--- config.mk ---
export PLATFORM = sky130hd
export DESIGN_NAME = sf_status_guard
export DESIGN_NICKNAME = d
export VERILOG_FILES = /design/src/rtl/sfsg_pkg.sv /design/src/rtl/sfsg_region.sv /design/src/rtl/sfsg_status_regs.sv /design/src/rtl/sf_status_guard.sv
export SDC_FILE = /design/constraint.sdc
export NUM_CORES = 1
export LEC_CHECK = 0
export CAP_MARGIN = 30
export CORE_ASPECT_RATIO = 2
export CORE_UTILIZATION = 42
export DETAILED_ROUTE_END_ITERATION = 10
export PLACE_DENSITY_LB_ADDON = 0.05
export SYNTH_ARGS = -nofsm -noshare
export SYNTH_HDL_FRONTEND = slang
export SYNTH_SLANG_ARGS = --single-unit
--- constraint.sdc ---
create_clock -name clk -period 3.85 [get_ports clk]
set_input_delay 0.385 -clock clk [delete_from_list [all_inputs] [get_ports clk]]
set_output_delay 0.385 -clock clk [all_outputs]
set_load 0.01 [all_outputs]
--- src/rtl/sfsg_pkg.sv ---
package sfsg_pkg;

  typedef enum logic [2:0] {
    OP_NONE   = 3'd0,
    OP_WREN   = 3'd1,
    OP_WRDI   = 3'd2,
    OP_WRSR   = 3'd3,
    OP_PROG   = 3'd4,
    OP_SERASE = 3'd5,
    OP_BERASE = 3'd6,
    OP_RDSR   = 3'd7
  } sfsg_op_e;

  typedef struct packed {
    logic       srwd;
    logic [3:0] bp;
    logic       tb;
  } sfsg_nv_t;

  function automatic logic [7:0] pack_status(sfsg_nv_t nv, logic wel, logic wip);
    return {nv.srwd, nv.bp[3], nv.tb, nv.bp[2:0], wel, wip};
  endfunction

  function automatic sfsg_nv_t nv_from_byte(logic [7:0] d);
    sfsg_nv_t r;
    r.srwd = d[7];
    r.bp   = {d[6], d[4:2]};
    r.tb   = d[5];
    return r;
  endfunction

endpackage

--- src/rtl/sfsg_region.sv ---
module sfsg_region #(
  parameter int IDX_W = 7
) (
  input  logic             clk,
  input  logic             rst_n,
  input  logic [IDX_W-1:0] sector,
  input  logic [3:0]       bp,
  input  logic             tb,
  output logic             hit
);
  localparam int CNT_W = IDX_W + 1;
  localparam logic [CNT_W-1:0] NSECT = CNT_W'(1) << IDX_W;

  logic [CNT_W-1:0] cnt;
  logic [CNT_W-1:0] sec_w;
  logic             in_bottom;
  logic             in_top;

  always_comb begin
    cnt = '0;
    if (bp != 4'd0) begin
      if (int'(bp) - 1 >= IDX_W) cnt = NSECT;
      else                       cnt = CNT_W'(1) << (int'(bp) - 1);
    end
  end

  assign sec_w     = {1'b0, sector};
  assign in_bottom = sec_w < cnt;
  assign in_top    = sec_w >= (NSECT - cnt);
  assign hit       = tb ? in_bottom : in_top;

  AST_NO_HIT_AT_ZERO: assert property (@(posedge clk) disable iff (!rst_n)
    (bp == 4'd0) |-> !hit) else $error("region hit with BP zero");

  AST_EDGE_SECTORS: assert property (@(posedge clk) disable iff (!rst_n)
    (bp != 4'd0 && hit && !tb) |-> sector != '0 || int'(bp) - 1 >= IDX_W)
    else $error("top region reached sector zero");

endmodule

--- src/rtl/sfsg_status_regs.sv ---
module sfsg_status_regs
  import sfsg_pkg::*;
(
  input  logic     clk,
  input  logic     rst_n,
  input  logic     set_wel,
  input  logic     clr_wel,
  input  logic     start_cycle,
  input  logic     nv_we,
  input  sfsg_nv_t nv_d,
  input  logic     seq_done,
  output sfsg_nv_t nv,
  output logic     wel,
  output logic     wip
);

  always_ff @(posedge clk or negedge rst_n) begin
    if (!rst_n) begin
      nv  <= '0;
      wel <= 1'b0;
      wip <= 1'b0;
    end else if (wip) begin
      if (seq_done) begin
        wip <= 1'b0;
        wel <= 1'b0;
      end
    end else begin
      if (start_cycle) wip <= 1'b1;
      if (set_wel)     wel <= 1'b1;
      else if (clr_wel) wel <= 1'b0;
      if (nv_we)       nv  <= nv_d;
    end
  end

  AST_DONE_CLEARS: assert property (@(posedge clk) disable iff (!rst_n)
    (wip && seq_done) |=> (!wip && !wel)) else $error("done did not clear");

endmodule

--- src/rtl/sf_status_guard.sv ---
module sf_status_guard
  import sfsg_pkg::*;
#(
  parameter int ADDR_W = 23,
  parameter int SECT_W = 16
) (
  input  logic              clk,
  input  logic              rst_n,
  input  logic              cmd_valid,
  output logic              cmd_ready,
  input  logic [2:0]        cmd_op,
  input  logic [ADDR_W-1:0] cmd_addr,
  input  logic [7:0]        cmd_data,
  input  logic              wp_n,
  input  logic              seq_done,
  output logic [7:0]        status,
  output logic              resp_valid,
  output logic [2:0]        resp_op,
  output logic              resp_accept,
  output logic              resp_prot
);
  localparam int IDX_W = ADDR_W - SECT_W;

  sfsg_nv_t nv;
  logic     wel, wip;
  logic     fire, hw_lock, region_hit;
  logic     is_mod, prot_now, accept_now;
  logic     unused_bits;

  assign unused_bits = &{1'b0, cmd_addr[SECT_W-1:0], cmd_data[1:0]};

  assign cmd_ready = !wip;
  assign fire      = cmd_valid && cmd_ready;
  assign hw_lock   = nv.srwd && !wp_n;

  sfsg_region #(.IDX_W(IDX_W)) u_region (
    .clk    (clk),
    .rst_n  (rst_n),
    .sector (cmd_addr[ADDR_W-1:SECT_W]),
    .bp     (nv.bp),
    .tb     (nv.tb),
    .hit    (region_hit)
  );

  always_comb begin
    is_mod   = 1'b0;
    prot_now = 1'b0;
    unique case (sfsg_op_e'(cmd_op))
      OP_WRSR:   begin is_mod = 1'b1; prot_now = hw_lock;          end
      OP_PROG,
      OP_SERASE: begin is_mod = 1'b1; prot_now = region_hit;       end
      OP_BERASE: begin is_mod = 1'b1; prot_now = (nv.bp != 4'd0);  end
      default:   ;
    endcase
    accept_now = is_mod && wel && !prot_now;
  end

  sfsg_status_regs u_regs (
    .clk         (clk),
    .rst_n       (rst_n),
    .set_wel     (fire && cmd_op == OP_WREN),
    .clr_wel     (fire && cmd_op == OP_WRDI),
    .start_cycle (fire && accept_now),
    .nv_we       (fire && accept_now && cmd_op == OP_WRSR),
    .nv_d        (nv_from_byte(cmd_data)),
    .seq_done    (seq_done),
    .nv          (nv),
    .wel         (wel),
    .wip         (wip)
  );

  always_ff @(posedge clk or negedge rst_n) begin
    if (!rst_n) begin
      resp_valid  <= 1'b0;
      resp_op     <= OP_NONE;
      resp_accept <= 1'b0;
      resp_prot   <= 1'b0;
    end else begin
      resp_valid <= fire && is_mod;
      if (fire && is_mod) begin
        resp_op     <= cmd_op;
        resp_accept <= accept_now;
        resp_prot   <= prot_now;
      end
    end
  end

  assign status = pack_status(nv, wel, wip);

  AST_ACCEPT_NEEDS_WEL: assert property (@(posedge clk) disable iff (!rst_n)
    (resp_valid && resp_accept) |-> $past(wel)) else $error("accept without WEL");
  AST_REJECT_KEEPS_WEL: assert property (@(posedge clk) disable iff (!rst_n)
    (resp_valid && !resp_accept) |-> $stable(wel)) else $error("reject changed WEL");
  AST_HW_LOCK_HOLDS: assert property (@(posedge clk) disable iff (!rst_n)
    (nv.srwd && !wp_n) |=> $stable(nv)) else $error("locked fields changed");
  AST_BULK_NEEDS_ZERO_BP: assert property (@(posedge clk) disable iff (!rst_n)
    (resp_valid && resp_accept && resp_op == OP_BERASE) |-> (nv.bp == 4'd0))
    else $error("bulk erase with BP set");
  AST_ACCEPT_RAISES_WIP: assert property (@(posedge clk) disable iff (!rst_n)
    (resp_valid && resp_accept) |-> wip) else $error("accept without WIP");
  AST_BUSY_FREEZE: assert property (@(posedge clk) disable iff (!rst_n)
    (wip && !seq_done) |=> ($stable(nv) && $stable(wel) && !resp_valid))
    else $error("state moved while busy");

endmodule

==> flow_summary.yaml, run 1 <==
timing:
  setup_tns_ns: 0
  finalCriticalPeriod_ns: 3.51
  fin_skew_ns: 0.00658
  fmax_ghz: 0.285
  hold_viol_final: 0
  finalCritPeriodShare_pct: 91.1
  setup_viol: 0
  rsz0062_at_grt: "false"
  slew_headroom_pct: 55.3
  drv_slew: 0
  worst_pin_slew_ns: 0.668
global_route:
  grt_first_pass_wirelength_um: 4770
  overflow: 0
  grt_max_degree: 15
  grt_usage_pct: 21.2
  grt_pass1_vias: 1145
  antenna_found_initial: 0
floorplan:
  coreArea_um2: 2800
  row_count: 27
  dieArea_um2: 3230
  io_pins: 54
  die_h_um: 79.3
  die_w_um: 40.7
  start_util_pct: 44.8
route:
  drc: 0
  via_per_inst: 5.65
  drt_wl_total_um: 3050
  wl_per_cell_um: 14.9
  drtPass1Iterations: 4
  vias: 1158
  first_iter_violations: 20
  postRouteAntennaNets: 0
logic_synthesis:
  yosysTopAreaCellShare_pct: 27.9
  synth_area_per_cell_um2: 8.91
  yosys.area.top_type: "dfrtp_1"
  synth-simple-area-share_pct: 19.6
  synthDistinctLibCells: 39
  synth_top_family_by_area: "compound AO/OA/AOI/OAI gates"
  synth_edf_count: 0
  synthArstFlopShare_pct: 100
  netlist_instances: 141
  synth-seq-area-share_pct: 27.9
  synth_ff_type: "dfrtp_1"
  synth-compound-area-share_pct: 22.1
  synthAdderAreaFrac_pct: 15.9
  synthXorXnorAreaFrac_pct: 2.79
  yosysMostFrequentCell: "ha_1"
  muxShareOfSynthArea_pct: 6.27
  syn-num-nets: 196
  synth_warnings: 0
  syn-cell-area_um2: 1260
  synthTopCellsByArea: "dfrtp_1, ha_1, mux2_2, a21oi_1, nor2_1"
  synthTopCellsByCount: "ha_1, dfrtp_1, nor2_1"
  synth-seq-cells: 14
power_and_ir_drop:
  ir_worst_vdd_mv: 0.296
  p_per_area_nw_per_um2: 404
  p_leak_nw: 0.729
cells_and_area:
  n_fill_cell: 261
  final_area_um2: 1680
  register_area_um2: 350
  layout.nets: 232
  syn_to_final_growth_pct: 33.4
  drive_above_1_share_pct: 10.2
  diodes: 0
  multi_input_area_um2: 838
min_path:
  hp-class: "flip-flop to flip-flop"
  min_from: "resp_op[0]"
place:
  place_congestion: 0.742
  place_area_um2: 1620
  portBuffers: 35
  hpwl_um: 2520
status:
  status: "finished, final reports clean"
clocking:
  cts_hold_buf: 0
  clock_latency_ns: 0.25
  cts-root-buf: "clkbuf_8"
  postCtsSetupRepairBufs: 0
  cts_tree: "yes"
  cts_resized: 0
  clock-sinks: 14
  htree_levels: 1
  clockBufferDepth: 2
  clk_pin_slew_worst_paths_ns: 0.06
  cts_buffers: 3
setup_path:
  worst_ep_arrival_time_ns: 3.67
  cpPeakStageDelay_ns: 0.50
  cp_cell_sequence: "inv_1, ha_1, nor2_1, a32oi_4, or3b_2, ha_1, a31o_2, a211oi_1, ha_1, o21ai_0, o21a_1, or3_1, a211oi_2"
  r2r_start: "u_regs.nv[2]"
  worstPathRequired_ns: 4.02
  crit_family: "compound AO/OA/AOI/OAI gates"
  worstPathMaxFanout: 8
  cp_num_buf_inv: 1
  cp-start-kind: "flip-flop"
  critPathSlowestCell: "or3b_2"
  worstSetupPathType: "flip-flop to flip-flop"
  crit_top_cell: "ha_1"
  crit_start: "u_regs.nv[2]"
  r2r_slack_ns: 0.34
  end_kind: "flip-flop"
flow_run:
  maxCapViolCount: 0
-- registers in the layout, summed over array words and instances, names as in the netlist --
| signal | flops |
|---|---|
| resp_accept | 1 |
| u_regs.wel | 1 |
| u_regs.nv | 6 |
| resp_op | 3 |
| resp_prot | 1 |
| resp_valid | 1 |
| u_regs.wip | 1 |
-- stage by stage --
| step | cells | hold slack [ns] | total power, W | setup WS, ns | util, % |
|---|---|---|---|---|---|
| final | 205 | 0.522 | 0.000676 | 0.342 | 59.8 |
| after global routing | 205 | 0.551 | 0.000730 | 0.123 | 59.8 |
| after CTS | 205 | 0.523 | 0.000685 | 0.329 | 59.8 |
| after detailed placement | 201 | 0.500 | 0.000536 | 0.355 | 57.8 |
| after global placement | 201 | 0.495 | 0.000527 | 0.350 | 57.8 |
| after floorplan | 141 | 0.0894 | 0.000413 | 0.244 | - |
-- power by group --
group | leakage, nW | internal (W) | switching, W | total, W
combinational | 0.518 | 0.000171 | 0.000168 | 0.000339
sequential | 0.182 | 0.000170 | 0.0000232 | 0.000193
clock | 0.0288 | 0.0000906 | 0.0000532 | 0.000144
total | 0.729 | 0.000432 | 0.000244 | 0.000676
-- cells by family (layout without fill, tap and decap cells) --
logic type / Yosys count / in the layout
adder cells (fa/ha/maj): 16 / 16
AO/OA/AOI/OAI: 38 / 38
AND/OR/NAND/NOR: 47 / 47
flip-flops: 14 / 14
XOR/XNOR: 4 / 4
multiplexers: 7 / 7
buffers and inverters: 15 / 50
-- per-layer routing --
layer	part of all wire (%)	track usage (%)
met2	59	39.4
met1	37	21.8
met4	1.9	8.00
met5	0	0
met3	1.9	1.96
-- layout by cell type, fill, tap and decap left out, types with 2 or more instances in the layout --
cell / n
xnor2_1: 2
nor3b_1: 2
a21boi_0: 2
clkdlybuf4s50_1: 35
mux2_2: 7
a221oi_1: 2
nand2_1: 10
xor2_1: 2
nor2b_1: 5
dfrtp_1: 14
o21a_1: 2
nand3_1: 3
nand2b_1: 2
inv_1: 10
o211a_1: 2
ha_1: 16
nor2_1: 13
a2111oi_0: 2
o21ai_0: 8
clkbuf_8: 4
nor3_1: 3
a21oi_1: 12
-- cell type report --
class | count | share of cell area, %
Timing Repair Buffer | 36 | 21.4
Inverter | 10 | 2.24
Multi-Input combinational cell | 112 | 50.0
Sequential cell | 14 | 20.9
Clock buffer | 4 | 3.29
Tap cell | 29 | 2.17
-- final timing paths --
| kind | to | depth (start not counted) |
|---|---|---|
| max in group asynchronous | u_regs.nv[0] | 1 |
| worst max-delay path | resp_prot | 13 |
| min in group asynchronous | resp_prot | 1 |
| worst min register to register | resp_op[0] | 1 |
| worst max register to register | resp_prot | 13 |
| worst min-delay path | resp_op[0] | 1 |
-- worst reg2reg max path: cells and delay by family, from the launching register on --
family / cells / cell delay [ns]
buffers and inverters: 1 / 0.08
DFF: 1 / 0.42
AOI/OAI and AO/OA: 6 / 1.12
and+or+nand+nor: 3 / 1.10
adders and majority gates: 3 / 0.71
Note: power is estimated with default switching activity, not from simulation.
==> inputs of run 2 (changes only) <==
--- a/config.mk
+++ b/config.mk
@@ -5,8 +5,10 @@
 export SDC_FILE = /design/constraint.sdc
 export NUM_CORES = 1
 export LEC_CHECK = 0
+export ABC_CLOCK_PERIOD_IN_PS = 3850
 export CAP_MARGIN = 30
 export CORE_ASPECT_RATIO = 2
+export CORE_MARGIN = 2
 export CORE_UTILIZATION = 42
 export DETAILED_ROUTE_END_ITERATION = 10
 export PLACE_DENSITY_LB_ADDON = 0.05
==> run 2 against run 1 <==
Effect of this change: non-clock buffer count did not move; global-route usage is 1.6 points lower; cell area grew 0.22%; core utilization down 2.0 points.
==> flow_summary.yaml, run 2 (same netlist as run 1, synthesis figures left out) <==
clocking:
  htree_levels: 1
  cts-root-buf: "clkbuf_8"
  clockBufferDepth: 2
  cts_hold_buf: 0
  clk_pin_slew_worst_paths_ns: 0.06
  clock_latency_ns: 0.25
  cts_tree: "yes"
  cts_buffers: 3
  clock-sinks: 14
timing:
  setup_ws_ns: 0.298
  fmax_ghz: 0.282
  finalCritPeriodShare_pct: 92.3
  hold_viol_final: 0
  slew_headroom_pct: 57.0
  finalCriticalPeriod_ns: 3.55
  fin_skew_ns: 0.00353
  rsz0062_at_grt: "false"
  setup_viol: 0
  drv_slew: 0
  worst_pin_slew_ns: 0.642
  setup_tns_ns: 0
floorplan:
  row_count: 28
  die_w_um: 42.7
  die_h_um: 81.3
  start_util_pct: 43.2
  io_pins: 54
  dieArea_um2: 3470
  coreArea_um2: 2910
route:
  vias: 1162
  first_iter_violations: 25
  drc: 0
  postRouteAntennaNets: 0
  wl_per_cell_um: 15.4
  drtPass1Iterations: 4
  drt_wl_total_um: 3170
  via_per_inst: 5.64
global_route:
  grt_usage_pct: 19.6
  grt_max_degree: 15
  grt_first_pass_wirelength_um: 5330
  grt_pass1_vias: 1260
  grt-busiest-layer: "met2"
  antenna_found_initial: 0
  use_met3_pct: 2.44
  overflow: 0
  grtUsageMet1_pct: 18.8
  gr-usage-met2_pct: 39.4
place:
  place_congestion: 0.830
  portBuffers: 35
  placed_cells: 202
  place_area_um2: 1620
  place_ws_ns: 0.274
  hpwl_um: 2650
cells_and_area:
  largest_reg_flops: 6
  layout.nets: 232
  syn_to_final_growth_pct: 33.7
  largest_register: "u_regs.nv"
  final_cells: 206
  final_common_cell: "clkdlybuf4s50_1"
  diodes: 0
  final_cell_mix: "clkdlybuf4s50_1, ha_1, dfrtp_1, nor2_1, a21oi_1"
  final_area_um2: 1680
  largestRegisters: "u_regs.nv (6), resp_op (3)"
  n_fill_cell: 288
  drive_above_1_share_pct: 10.8
  final_util_pct: 57.7
power_and_ir_drop:
  p_per_area_nw_per_um2: 406
  ir_worst_vdd_mv: 0.241
  p_leak_nw: 0.729
setup_path:
  cp-start-kind: "flip-flop"
  worst_ep_arrival_time_ns: 3.71
  worstSetupPathType: "flip-flop to flip-flop"
  worstPathMaxFanout: 8
  worstPathRequired_ns: 4.01
  end_kind: "flip-flop"
status:
  status: "finished, final reports clean"
flow_run:
  maxCapViolCount: 0
min_path:
  hp-class: "flip-flop to flip-flop"
## run 2: changes by cell type in the layout (fill, tap and decap cells not counted)
cell	delta
nor2_1	-1
nor2_2	+1
## run 2: where the power goes
part / internal (W) / leakage [nW] / switching (W) / total (W)
logic: 0.000172 / 0.518 / 0.000171 / 0.000343
registers: 0.000170 / 0.182 / 0.0000229 / 0.000193
clock network: 0.0000907 / 0.0288 / 0.0000547 / 0.000145
total: 0.000433 / 0.729 / 0.000249 / 0.000682
## run 2: repair_timing
item | in CTS | in global routing
gates resized for setup | 0 | 1
setup buffers | 0 | 0
endpoints found under the setup margin | 0 | 1
## run 2: worst paths after layout
check	from	endpoint	slack, ns	cells past startpoint
max	u_regs.nv[2]	resp_prot	0.30	13
min	resp_op[0]	resp_op[0]	0.52	1
max reg2reg	u_regs.nv[2]	resp_prot	0.30	13
min reg2reg	resp_op[0]	resp_op[0]	0.52	1
max in group asynchronous	rst_n	resp_prot	2.90	1
min in group asynchronous	rst_n	u_regs.nv[5]	0.53	1
## run 2: critical path: stages, from the launching register on
cell      delay [ns]
dfrtp_1         0.43
inv_1           0.10
ha_1            0.29
nor2_2          0.16
a32oi_4         0.18
or3b_2          0.50
ha_1            0.27
a31o_2          0.25
a211oi_1        0.28
ha_1            0.17
o21ai_0         0.07
o21a_1          0.19
or3_1           0.39
a211oi_2        0.19
## run 2: cell type report
cell class	instances	area, um^2	area share, %
Sequential cell	14	350	20.9
Timing Repair Buffer	36	358	21.3
Tap cell	30	37.5	2.24
Clock buffer	4	55.1	3.28
Multi-Input combinational cell	112	841	50.1
Inverter	10	37.5	2.24
## run 2: layer usage
layer	routed length, um	up-vias
li1	-	578
met1	1130	545
met2	1890	31
met3	83	8
met4	63	0
met5	0	-
## run 2: through the flow
stage	hold slack [ns]	power (W)
2_1_floorplan	0.0894	0.000413
3_3_place_gp	0.496	0.000528
3_5_place_dp	0.500	0.000539
4_1_cts	0.518	0.000683
5_1_grt	0.532	0.000735
6_report	0.516	0.000682
